[config.mk]
export PLATFORM = sky130hd
export DESIGN_NAME = fuse_rd_ctrl
export DESIGN_NICKNAME = d
export VERILOG_FILES = /design/src/rtl/fuse_rd_pkg.sv /design/src/rtl/fuse_rd_regs.sv /design/src/rtl/fuse_rd_seq.sv /design/src/rtl/fuse_rd_buf.sv /design/src/rtl/fuse_rd_ctrl.sv
export SDC_FILE = /design/constraint.sdc
export NUM_CORES = 1
export LEC_CHECK = 0
export ABC_CLOCK_PERIOD_IN_PS = 9000
export BUFFER_PORTS_ARGS = -buffer_cell sky130_fd_sc_hd__buf_4
export CAP_MARGIN = 15
export CORE_MARGIN = 2
export CORE_UTILIZATION = 23
export DETAILED_ROUTE_END_ITERATION = 7
export SYNTH_ARGS = -nofsm -noshare
export SYNTH_HDL_FRONTEND = slang
export SYNTH_SLANG_ARGS = --single-unit
[constraint.sdc]
create_clock -name clk -period 9 [get_ports clk]
set_input_delay 1.8 -clock clk [delete_from_list [all_inputs] [get_ports clk]]
set_output_delay 1.8 -clock clk [all_outputs]
set_load 0.02 [all_outputs]
[src/rtl/fuse_rd_pkg.sv]
`timescale 1ns/1ps
package fuse_rd_pkg;

    // Register word indices on the bus
    localparam logic [5:0] IDX_CTRL  = 6'd0;
    localparam logic [5:0] IDX_CFG   = 6'd1;
    localparam logic [5:0] IDX_STAT  = 6'd2;
    localparam logic [5:0] IDX_DATA0 = 6'd3;

    // Control word bit positions that do not depend on parameters
    localparam int C_RD_BIT  = 0;
    localparam int C_WR_BIT  = 1;
    localparam int C_PG_BIT  = 15;
    localparam int C_LEN_LSB = 16;

    // Timing field widths
    localparam int ADJ_W  = 4;
    localparam int STR_W  = 4;
    localparam int WADJ_W = 4;
    localparam int WSTR_W = 12;
    localparam int CNT_W  = $clog2((1 << STR_W) + 4);

    typedef struct packed {
        logic              irq_en;
        logic [ADJ_W-1:0]  rd_adj;
        logic [STR_W-1:0]  rd_str;
        logic [WADJ_W-1:0] wr_adj;
        logic [WSTR_W-1:0] wr_str;
    } cfg_t;

    typedef enum logic [1:0] {
        SQ_IDLE,
        SQ_SETUP,
        SQ_STROBE
    } sq_state_e;

    function automatic logic [31:0] cfg_word(cfg_t c);
        return {c.irq_en, 7'b0, c.rd_adj, c.rd_str, c.wr_adj, c.wr_str};
    endfunction

endpackage

[src/rtl/fuse_rd_regs.sv]
`timescale 1ns/1ps
module fuse_rd_regs
    import fuse_rd_pkg::*;
#(
    parameter int FUSE_AW   = 9,
    parameter int BUF_WORDS = 8,
    parameter int IDX_W     = 5
) (
    input  logic                   clk,
    input  logic                   rst,
    input  logic                   bus_sel,
    input  logic                   bus_wr,
    input  logic [5:0]             bus_addr,
    input  logic [31:0]            bus_wdata,
    output logic [31:0]            bus_rdata,
    input  logic [BUF_WORDS*32-1:0] buf_words,
    input  logic                   busy,
    input  logic                   rd_finish,
    output logic                   start,
    output logic                   rd_done,
    output logic                   irq_en,
    output logic [ADJ_W-1:0]       rd_adj,
    output logic [STR_W-1:0]       rd_str,
    output logic [FUSE_AW-1:0]     rd_base,
    output logic [IDX_W-1:0]       rd_len_m1,
    output logic                   rd_cs
);
    localparam int C_ADDR_LSB = C_LEN_LSB + IDX_W;
    localparam int C_CS_BIT   = C_ADDR_LSB + FUSE_AW;
    localparam int WSEL_W     = $clog2(BUF_WORDS);

    logic rd_en_q, wr_en_q, pg_en_q;
    cfg_t cfg_q;
    logic wr_hit, wr_ctrl, wr_cfg;
    logic [5:0] didx;
    logic [31:0] ctrl_word;
    logic [31:0] word_arr [BUF_WORDS];

    assign wr_hit  = bus_sel && bus_wr && !busy;
    assign wr_ctrl = wr_hit && (bus_addr == IDX_CTRL);
    assign wr_cfg  = wr_hit && (bus_addr == IDX_CFG);
    assign start   = wr_ctrl && bus_wdata[C_RD_BIT];

    always_ff @(posedge clk) begin
        if (rst) begin
            rd_en_q   <= 1'b0;
            wr_en_q   <= 1'b0;
            pg_en_q   <= 1'b0;
            rd_len_m1 <= '0;
            rd_base   <= '0;
            rd_cs     <= 1'b0;
        end else if (wr_ctrl) begin
            rd_en_q   <= bus_wdata[C_RD_BIT];
            wr_en_q   <= bus_wdata[C_WR_BIT];
            pg_en_q   <= bus_wdata[C_PG_BIT];
            rd_len_m1 <= bus_wdata[C_LEN_LSB +: IDX_W];
            rd_base   <= bus_wdata[C_ADDR_LSB +: FUSE_AW];
            rd_cs     <= bus_wdata[C_CS_BIT];
        end else if (rd_finish) begin
            rd_en_q   <= 1'b0;
        end
    end

    always_ff @(posedge clk) begin
        if (rst) begin
            cfg_q <= '0;
        end else if (wr_cfg) begin
            cfg_q.irq_en <= bus_wdata[31];
            cfg_q.rd_adj <= bus_wdata[20 +: ADJ_W];
            cfg_q.rd_str <= bus_wdata[16 +: STR_W];
            cfg_q.wr_adj <= bus_wdata[12 +: WADJ_W];
            cfg_q.wr_str <= bus_wdata[0 +: WSTR_W];
        end
    end

    always_ff @(posedge clk) begin
        if (rst)            rd_done <= 1'b0;
        else if (start)     rd_done <= 1'b0;
        else if (rd_finish) rd_done <= 1'b1;
    end

    assign irq_en = cfg_q.irq_en;
    assign rd_adj = cfg_q.rd_adj;
    assign rd_str = cfg_q.rd_str;

    always_comb begin
        ctrl_word                          = '0;
        ctrl_word[C_RD_BIT]                = rd_en_q;
        ctrl_word[C_WR_BIT]                = wr_en_q;
        ctrl_word[C_PG_BIT]                = pg_en_q;
        ctrl_word[C_LEN_LSB +: IDX_W]      = rd_len_m1;
        ctrl_word[C_ADDR_LSB +: FUSE_AW]   = rd_base;
        ctrl_word[C_CS_BIT]                = rd_cs;
    end

    for (genvar w = 0; w < BUF_WORDS; w++) begin : g_word
        assign word_arr[w] = buf_words[w*32 +: 32];
    end

    assign didx = bus_addr - IDX_DATA0;

    always_comb begin
        bus_rdata = '0;
        if (bus_addr == IDX_CTRL)
            bus_rdata = ctrl_word;
        else if (bus_addr == IDX_CFG)
            bus_rdata = cfg_word(cfg_q);
        else if (bus_addr == IDX_STAT)
            bus_rdata = {30'b0, 1'b0, rd_done};
        else if (bus_addr >= IDX_DATA0 && didx < 6'(BUF_WORDS))
            bus_rdata = word_arr[didx[WSEL_W-1:0]];
    end

endmodule

[src/rtl/fuse_rd_seq.sv]
`timescale 1ns/1ps
module fuse_rd_seq
    import fuse_rd_pkg::*;
#(
    parameter int FUSE_AW = 9,
    parameter int IDX_W   = 5
) (
    input  logic               clk,
    input  logic               rst,
    input  logic               start,
    input  logic [FUSE_AW-1:0] rd_base,
    input  logic [IDX_W-1:0]   rd_len_m1,
    input  logic               rd_cs,
    input  logic [ADJ_W-1:0]   rd_adj,
    input  logic [STR_W-1:0]   rd_str,
    input  logic [7:0]         fz_rdata,
    output logic               fz_cs,
    output logic [FUSE_AW-1:0] fz_addr,
    output logic               fz_strobe,
    output logic               busy,
    output logic               byte_vld,
    output logic [IDX_W-1:0]   byte_idx,
    output logic [7:0]         byte_data,
    output logic               rd_finish
);
    sq_state_e          state;
    logic [CNT_W-1:0]   cnt;
    logic [IDX_W-1:0]   idx;
    logic               setup_last, strobe_last, last_byte;

    assign setup_last  = (cnt == CNT_W'(rd_adj));
    assign strobe_last = (cnt == CNT_W'(rd_str) + CNT_W'(3));
    assign last_byte   = (idx == rd_len_m1);

    always_ff @(posedge clk) begin
        if (rst) begin
            state <= SQ_IDLE;
            cnt   <= '0;
            idx   <= '0;
        end else begin
            case (state)
                SQ_IDLE: begin
                    if (start) begin
                        state <= SQ_SETUP;
                        cnt   <= '0;
                        idx   <= '0;
                    end
                end
                SQ_SETUP: begin
                    if (setup_last) begin
                        state <= SQ_STROBE;
                        cnt   <= '0;
                    end else begin
                        cnt <= cnt + CNT_W'(1);
                    end
                end
                SQ_STROBE: begin
                    if (strobe_last) begin
                        cnt <= '0;
                        if (last_byte) begin
                            state <= SQ_IDLE;
                        end else begin
                            state <= SQ_SETUP;
                            idx   <= idx + IDX_W'(1);
                        end
                    end else begin
                        cnt <= cnt + CNT_W'(1);
                    end
                end
                default: state <= SQ_IDLE;
            endcase
        end
    end

    assign busy      = (state != SQ_IDLE);
    assign fz_strobe = (state == SQ_STROBE);
    assign fz_cs     = rd_cs;
    assign fz_addr   = rd_base + FUSE_AW'(idx);
    assign byte_vld  = fz_strobe && strobe_last;
    assign byte_idx  = idx;
    assign byte_data = fz_rdata;
    assign rd_finish = byte_vld && last_byte;

endmodule

[src/rtl/fuse_rd_buf.sv]
`timescale 1ns/1ps
module fuse_rd_buf #(
    parameter int BUF_WORDS = 8,
    parameter int IDX_W     = 5
) (
    input  logic                    clk,
    input  logic                    rst,
    input  logic                    clear,
    input  logic                    wr_en,
    input  logic [IDX_W-1:0]        wr_idx,
    input  logic [7:0]              wr_data,
    output logic [BUF_WORDS*32-1:0] words
);
    localparam int NBYTES = BUF_WORDS * 4;

    logic [7:0] mem [NBYTES];

    always_ff @(posedge clk) begin
        if (rst || clear) begin
            for (int i = 0; i < NBYTES; i++) mem[i] <= '0;
        end else if (wr_en) begin
            mem[wr_idx] <= wr_data;
        end
    end

    for (genvar w = 0; w < BUF_WORDS; w++) begin : g_w
        for (genvar b = 0; b < 4; b++) begin : g_b
            assign words[w*32 + b*8 +: 8] = mem[w*4 + b];
        end
    end

endmodule

[src/rtl/fuse_rd_ctrl.sv]
`timescale 1ns/1ps
module fuse_rd_ctrl
    import fuse_rd_pkg::*;
#(
    parameter int FUSE_AW   = 9,
    parameter int BUF_WORDS = 8
) (
    input  logic               clk,
    input  logic               rst,
    input  logic               bus_sel,
    input  logic               bus_wr,
    input  logic [5:0]         bus_addr,
    input  logic [31:0]        bus_wdata,
    output logic [31:0]        bus_rdata,
    output logic               irq,
    output logic               fz_cs,
    output logic [FUSE_AW-1:0] fz_addr,
    output logic               fz_strobe,
    input  logic [7:0]         fz_rdata
);
    localparam int IDX_W = $clog2(BUF_WORDS * 4);

    logic                    start, rd_done, irq_en;
    logic                    seq_busy, rd_finish, byte_vld;
    logic [ADJ_W-1:0]        cfg_adj;
    logic [STR_W-1:0]        cfg_str;
    logic [FUSE_AW-1:0]      rd_base;
    logic [IDX_W-1:0]        rd_len_m1, byte_idx;
    logic                    rd_cs;
    logic [7:0]              byte_data;
    logic [BUF_WORDS*32-1:0] buf_words;

    fuse_rd_regs #(
        .FUSE_AW  (FUSE_AW),
        .BUF_WORDS(BUF_WORDS),
        .IDX_W    (IDX_W)
    ) u_regs (
        .clk      (clk),
        .rst      (rst),
        .bus_sel  (bus_sel),
        .bus_wr   (bus_wr),
        .bus_addr (bus_addr),
        .bus_wdata(bus_wdata),
        .bus_rdata(bus_rdata),
        .buf_words(buf_words),
        .busy     (seq_busy),
        .rd_finish(rd_finish),
        .start    (start),
        .rd_done  (rd_done),
        .irq_en   (irq_en),
        .rd_adj   (cfg_adj),
        .rd_str   (cfg_str),
        .rd_base  (rd_base),
        .rd_len_m1(rd_len_m1),
        .rd_cs    (rd_cs)
    );

    fuse_rd_seq #(
        .FUSE_AW(FUSE_AW),
        .IDX_W  (IDX_W)
    ) u_seq (
        .clk      (clk),
        .rst      (rst),
        .start    (start),
        .rd_base  (rd_base),
        .rd_len_m1(rd_len_m1),
        .rd_cs    (rd_cs),
        .rd_adj   (cfg_adj),
        .rd_str   (cfg_str),
        .fz_rdata (fz_rdata),
        .fz_cs    (fz_cs),
        .fz_addr  (fz_addr),
        .fz_strobe(fz_strobe),
        .busy     (seq_busy),
        .byte_vld (byte_vld),
        .byte_idx (byte_idx),
        .byte_data(byte_data),
        .rd_finish(rd_finish)
    );

    fuse_rd_buf #(
        .BUF_WORDS(BUF_WORDS),
        .IDX_W    (IDX_W)
    ) u_buf (
        .clk    (clk),
        .rst    (rst),
        .clear  (start),
        .wr_en  (byte_vld),
        .wr_idx (byte_idx),
        .wr_data(byte_data),
        .words  (buf_words)
    );

    assign irq = irq_en && rd_done;

endmodule

==> impl_metrics.toml <==
[cts]
cts_buffer_depth = 3
htreeDepth = 1
clk_latency_ns = 0.58
cts_buffers = 29
clk_pin_slew_ns = 0.06
cts_setup_buffers = 0
cts_hold_buf = 0
ctsResizeCount = 0
clkSinkCount = 312
cts_tree = "yes"
cts.root.buffer_cell = "clkbuf_16"

[placed_design]
gp_congestion = 0.786
hpwl_um = 28000
post-place-ws_ns = 2.21
post_dp_cell_area_um2 = 16300
io_buffers = 93

[logic_synthesis]
yosys_warnings = 0
syn_nets = 1308
yosys.area.top_type = "edfxtp_1"
synth_commonest_cells = "nor2_1 (278), edfxtp_1 (256), nand2_1 (157), a21oi_1 (85), mux4_2 (64)"
synth-edff-count = 256
async_flop_share_pct = 0
syn-cell-area_um2 = 14600
synth_ff_type = "edfxtp_1"
syn_inst = 1238
ys_types = 57
avgSynthCellArea_um2 = 11.8
synth_area_leaders = "edfxtp_1 (53%), mux4_2 (9.9%), dfxtp_1 (7.7%)"
yosysMostFrequentCell = "nor2_1"
synth-seq-cells = 312
synth.top_cell.area_share_pct = 52.6
yosysSeqAreaShare_pct = 60.3

[sta]
slew_violations = 0
finClkSkew_ns = 0.0285
rsz0062_at_grt = "no"
tightest_slew_ns = 1.12
hold_violations = 0
fmax_mhz = 148
tns_ns = 0
setup_viol = 0
layout_setup_ws_ns = 2.26
finalCriticalPeriod_ns = 6.74
fin_hold_ws_ns = 0.461
max_slew_margin_pct = 24.6
fin_crit_sh_pct = 74.9

[worst_hold_path]
holdPathEnd = "u_regs.cfg_q[5]$_SDFFE_PP0P_"
hold_path_depth = 2
hp-class = "register to register"
worstHoldStart = "u_regs.cfg_q[5]$_SDFFE_PP0P_"

[worst_setup_path]
crit_fanout = 37
worst_setup_path_end_kind = "output pin"
critical_path_class = "input pin to output pin"
worstSetupStartpointType = "input pin"
required_ns = 7.20
reg2regPathDepth = 8
r2r_slack_ns = 5.64
reg2reg_to = "u_buf.mem[1][4]$_SDFFCE_PN0P_"
r2r_start = "u_seq.state[0]$_SDFFE_PP0P_"
arrival_ns = 4.94

[grt]
grtUsageMet1_pct = 15.6
grt_overflow = 0
grt_start_max_net_pins = 57
use_met3_pct = 2.41
antenna_found_initial = 7
grt.busiest_layer = "met2"
grt_pass1_wl_um = 63700
grt_util_all_layers_pct = 12.5
use_met2_pct = 21.5
grt_pass1_vias = 10200

[routing]
drc_errors = 0
wl_per_cell_um = 19.0
drtIter0Drc = 958
dr.pass1.iters = 5
ant_nets = 0
routed_wl_um = 41600
via_per_inst = 4.62
vias = 10100

[finish]
multiInputGateArea_um2 = 5440
drive_gt1_share_pct = 20.6
finalNetCount = 1384
syn_to_final_growth_pct = 18.4
postLayoutCellArea_um2 = 17300
nFillCells = 6485
regArea_um2 = 8810

[die]
coreArea_um2 = 63000
die_y_um = 256
rows = 92
initial_core_util_pct = 23.2
die_w_um = 256
fp.dieArea_um2 = 65600
num_io_pins = 94

[flow_run]
cap_viol_max_count = 0

[power_and_ir_drop]
vdd_drop_max_uv = 150
leakage_nw = 5.65
pwr_density_cell_nw_per_um2 = 183

[status]
outcome = "finished, final reports clean"
## cell usage in the layout (no fill, tap or decap), drive strengths merged, types with 3 or more instances in the layout
cell type and count:
inv 21, nand3 41, xnor2 16, nand2b 11, nor3b 3, nor2b 4
a21oi 86, clkbuf 33, mux2 25, and2 6, edfxtp 256, ha 19
o21ai 43, o31ai 9, diode 3, clkinv 10, nor3 8, xor2 6
nand2 157, mux2i 10, bufinv 5, o21a 3, nor2 278, dfxtp 56
o211ai 5, buf 123, or3 5, mux4 64
## stage by stage
stage	power, mW	util [%]	cells
after floorplan	1.81	-	1238
after global placement	1.91	25.9	2128
after detailed placement	1.92	25.9	2129
after CTS	3.19	27.5	2182
after global routing	3.26	27.5	2184
final	3.17	27.5	2185
## sequential cells by signal, indices dropped and copies added, names as in the netlist, 2 cells and up
| name | count |
|---|---|
| u_buf.mem | 256 |
| u_regs.cfg_q | 16 |
| u_regs.rd_adj | 4 |
| u_regs.rd_base | 9 |
| u_regs.rd_len_m1 | 5 |
| u_regs.rd_str | 4 |
| u_seq.byte_idx | 5 |
| u_seq.cnt | 5 |
| u_seq.state | 2 |
## cell families after synthesis
| kind of cell | count (synthesis) | share of synthesized area [%] |
|---|---|---|
| and+or+nand+nor | 528 | 15.2 |
| buffers and inverters | 96 | 2.82 |
| AOI/OAI and AO/OA | 161 | 6.19 |
| adders and majority gates | 20 | 1.76 |
| xor gates and xnor gates | 22 | 1.32 |
| muxes | 99 | 12.5 |
| DFF | 312 | 60.3 |
## per-layer routing
metal  routed length, µm  part of all wire, %
met1               16500                   40
met5                  47                 0.11
met3                3180                  7.6
met2               20600                   50
met4                1260                  3.0
## worst max-delay path, stage by stage
cell	delay, ns
buf_4	0.38
inv_1	0.14
ha_2	0.86
buf_4	0.59
mux4_2	0.39
mux2_2	0.32
nand3_1	0.10
a21oi_1	0.10
buf_4	0.21
## final cells by class
cell class / instances / area share (%)
Antenna cell: 3 / 0.0434
Clock inverter: 20 / 1.38
Inverter: 18 / 0.391
Multi-Input combinational cell: 830 / 31.4
Tap cell: 846 / 6.12
Clock buffer: 33 / 4.28
Timing Repair Buffer: 123 / 5.45
Sequential cell: 312 / 50.9
## worst max path at each step
stage	start	to	slack [ns]	cells past startpoint
floorplan	bus_addr[0]	bus_rdata[24]	3.01	9
global placement	bus_addr[0]	bus_rdata[31]	2.25	9
detailed placement	bus_addr[0]	bus_rdata[7]	2.21	9
CTS	bus_addr[0]	bus_rdata[7]	2.21	9
global route	bus_addr[0]	bus_rdata[7]	1.99	9
finish	bus_addr[0]	bus_rdata[7]	2.26	9
## power by group
part	total [mW]	switching (mW)	internal, mW
Combinational	0.262	0.148	0.115
Sequential	1.62	0.0151	1.61
Clock	1.29	0.551	0.737
Power figures use the tool's default switching activity.
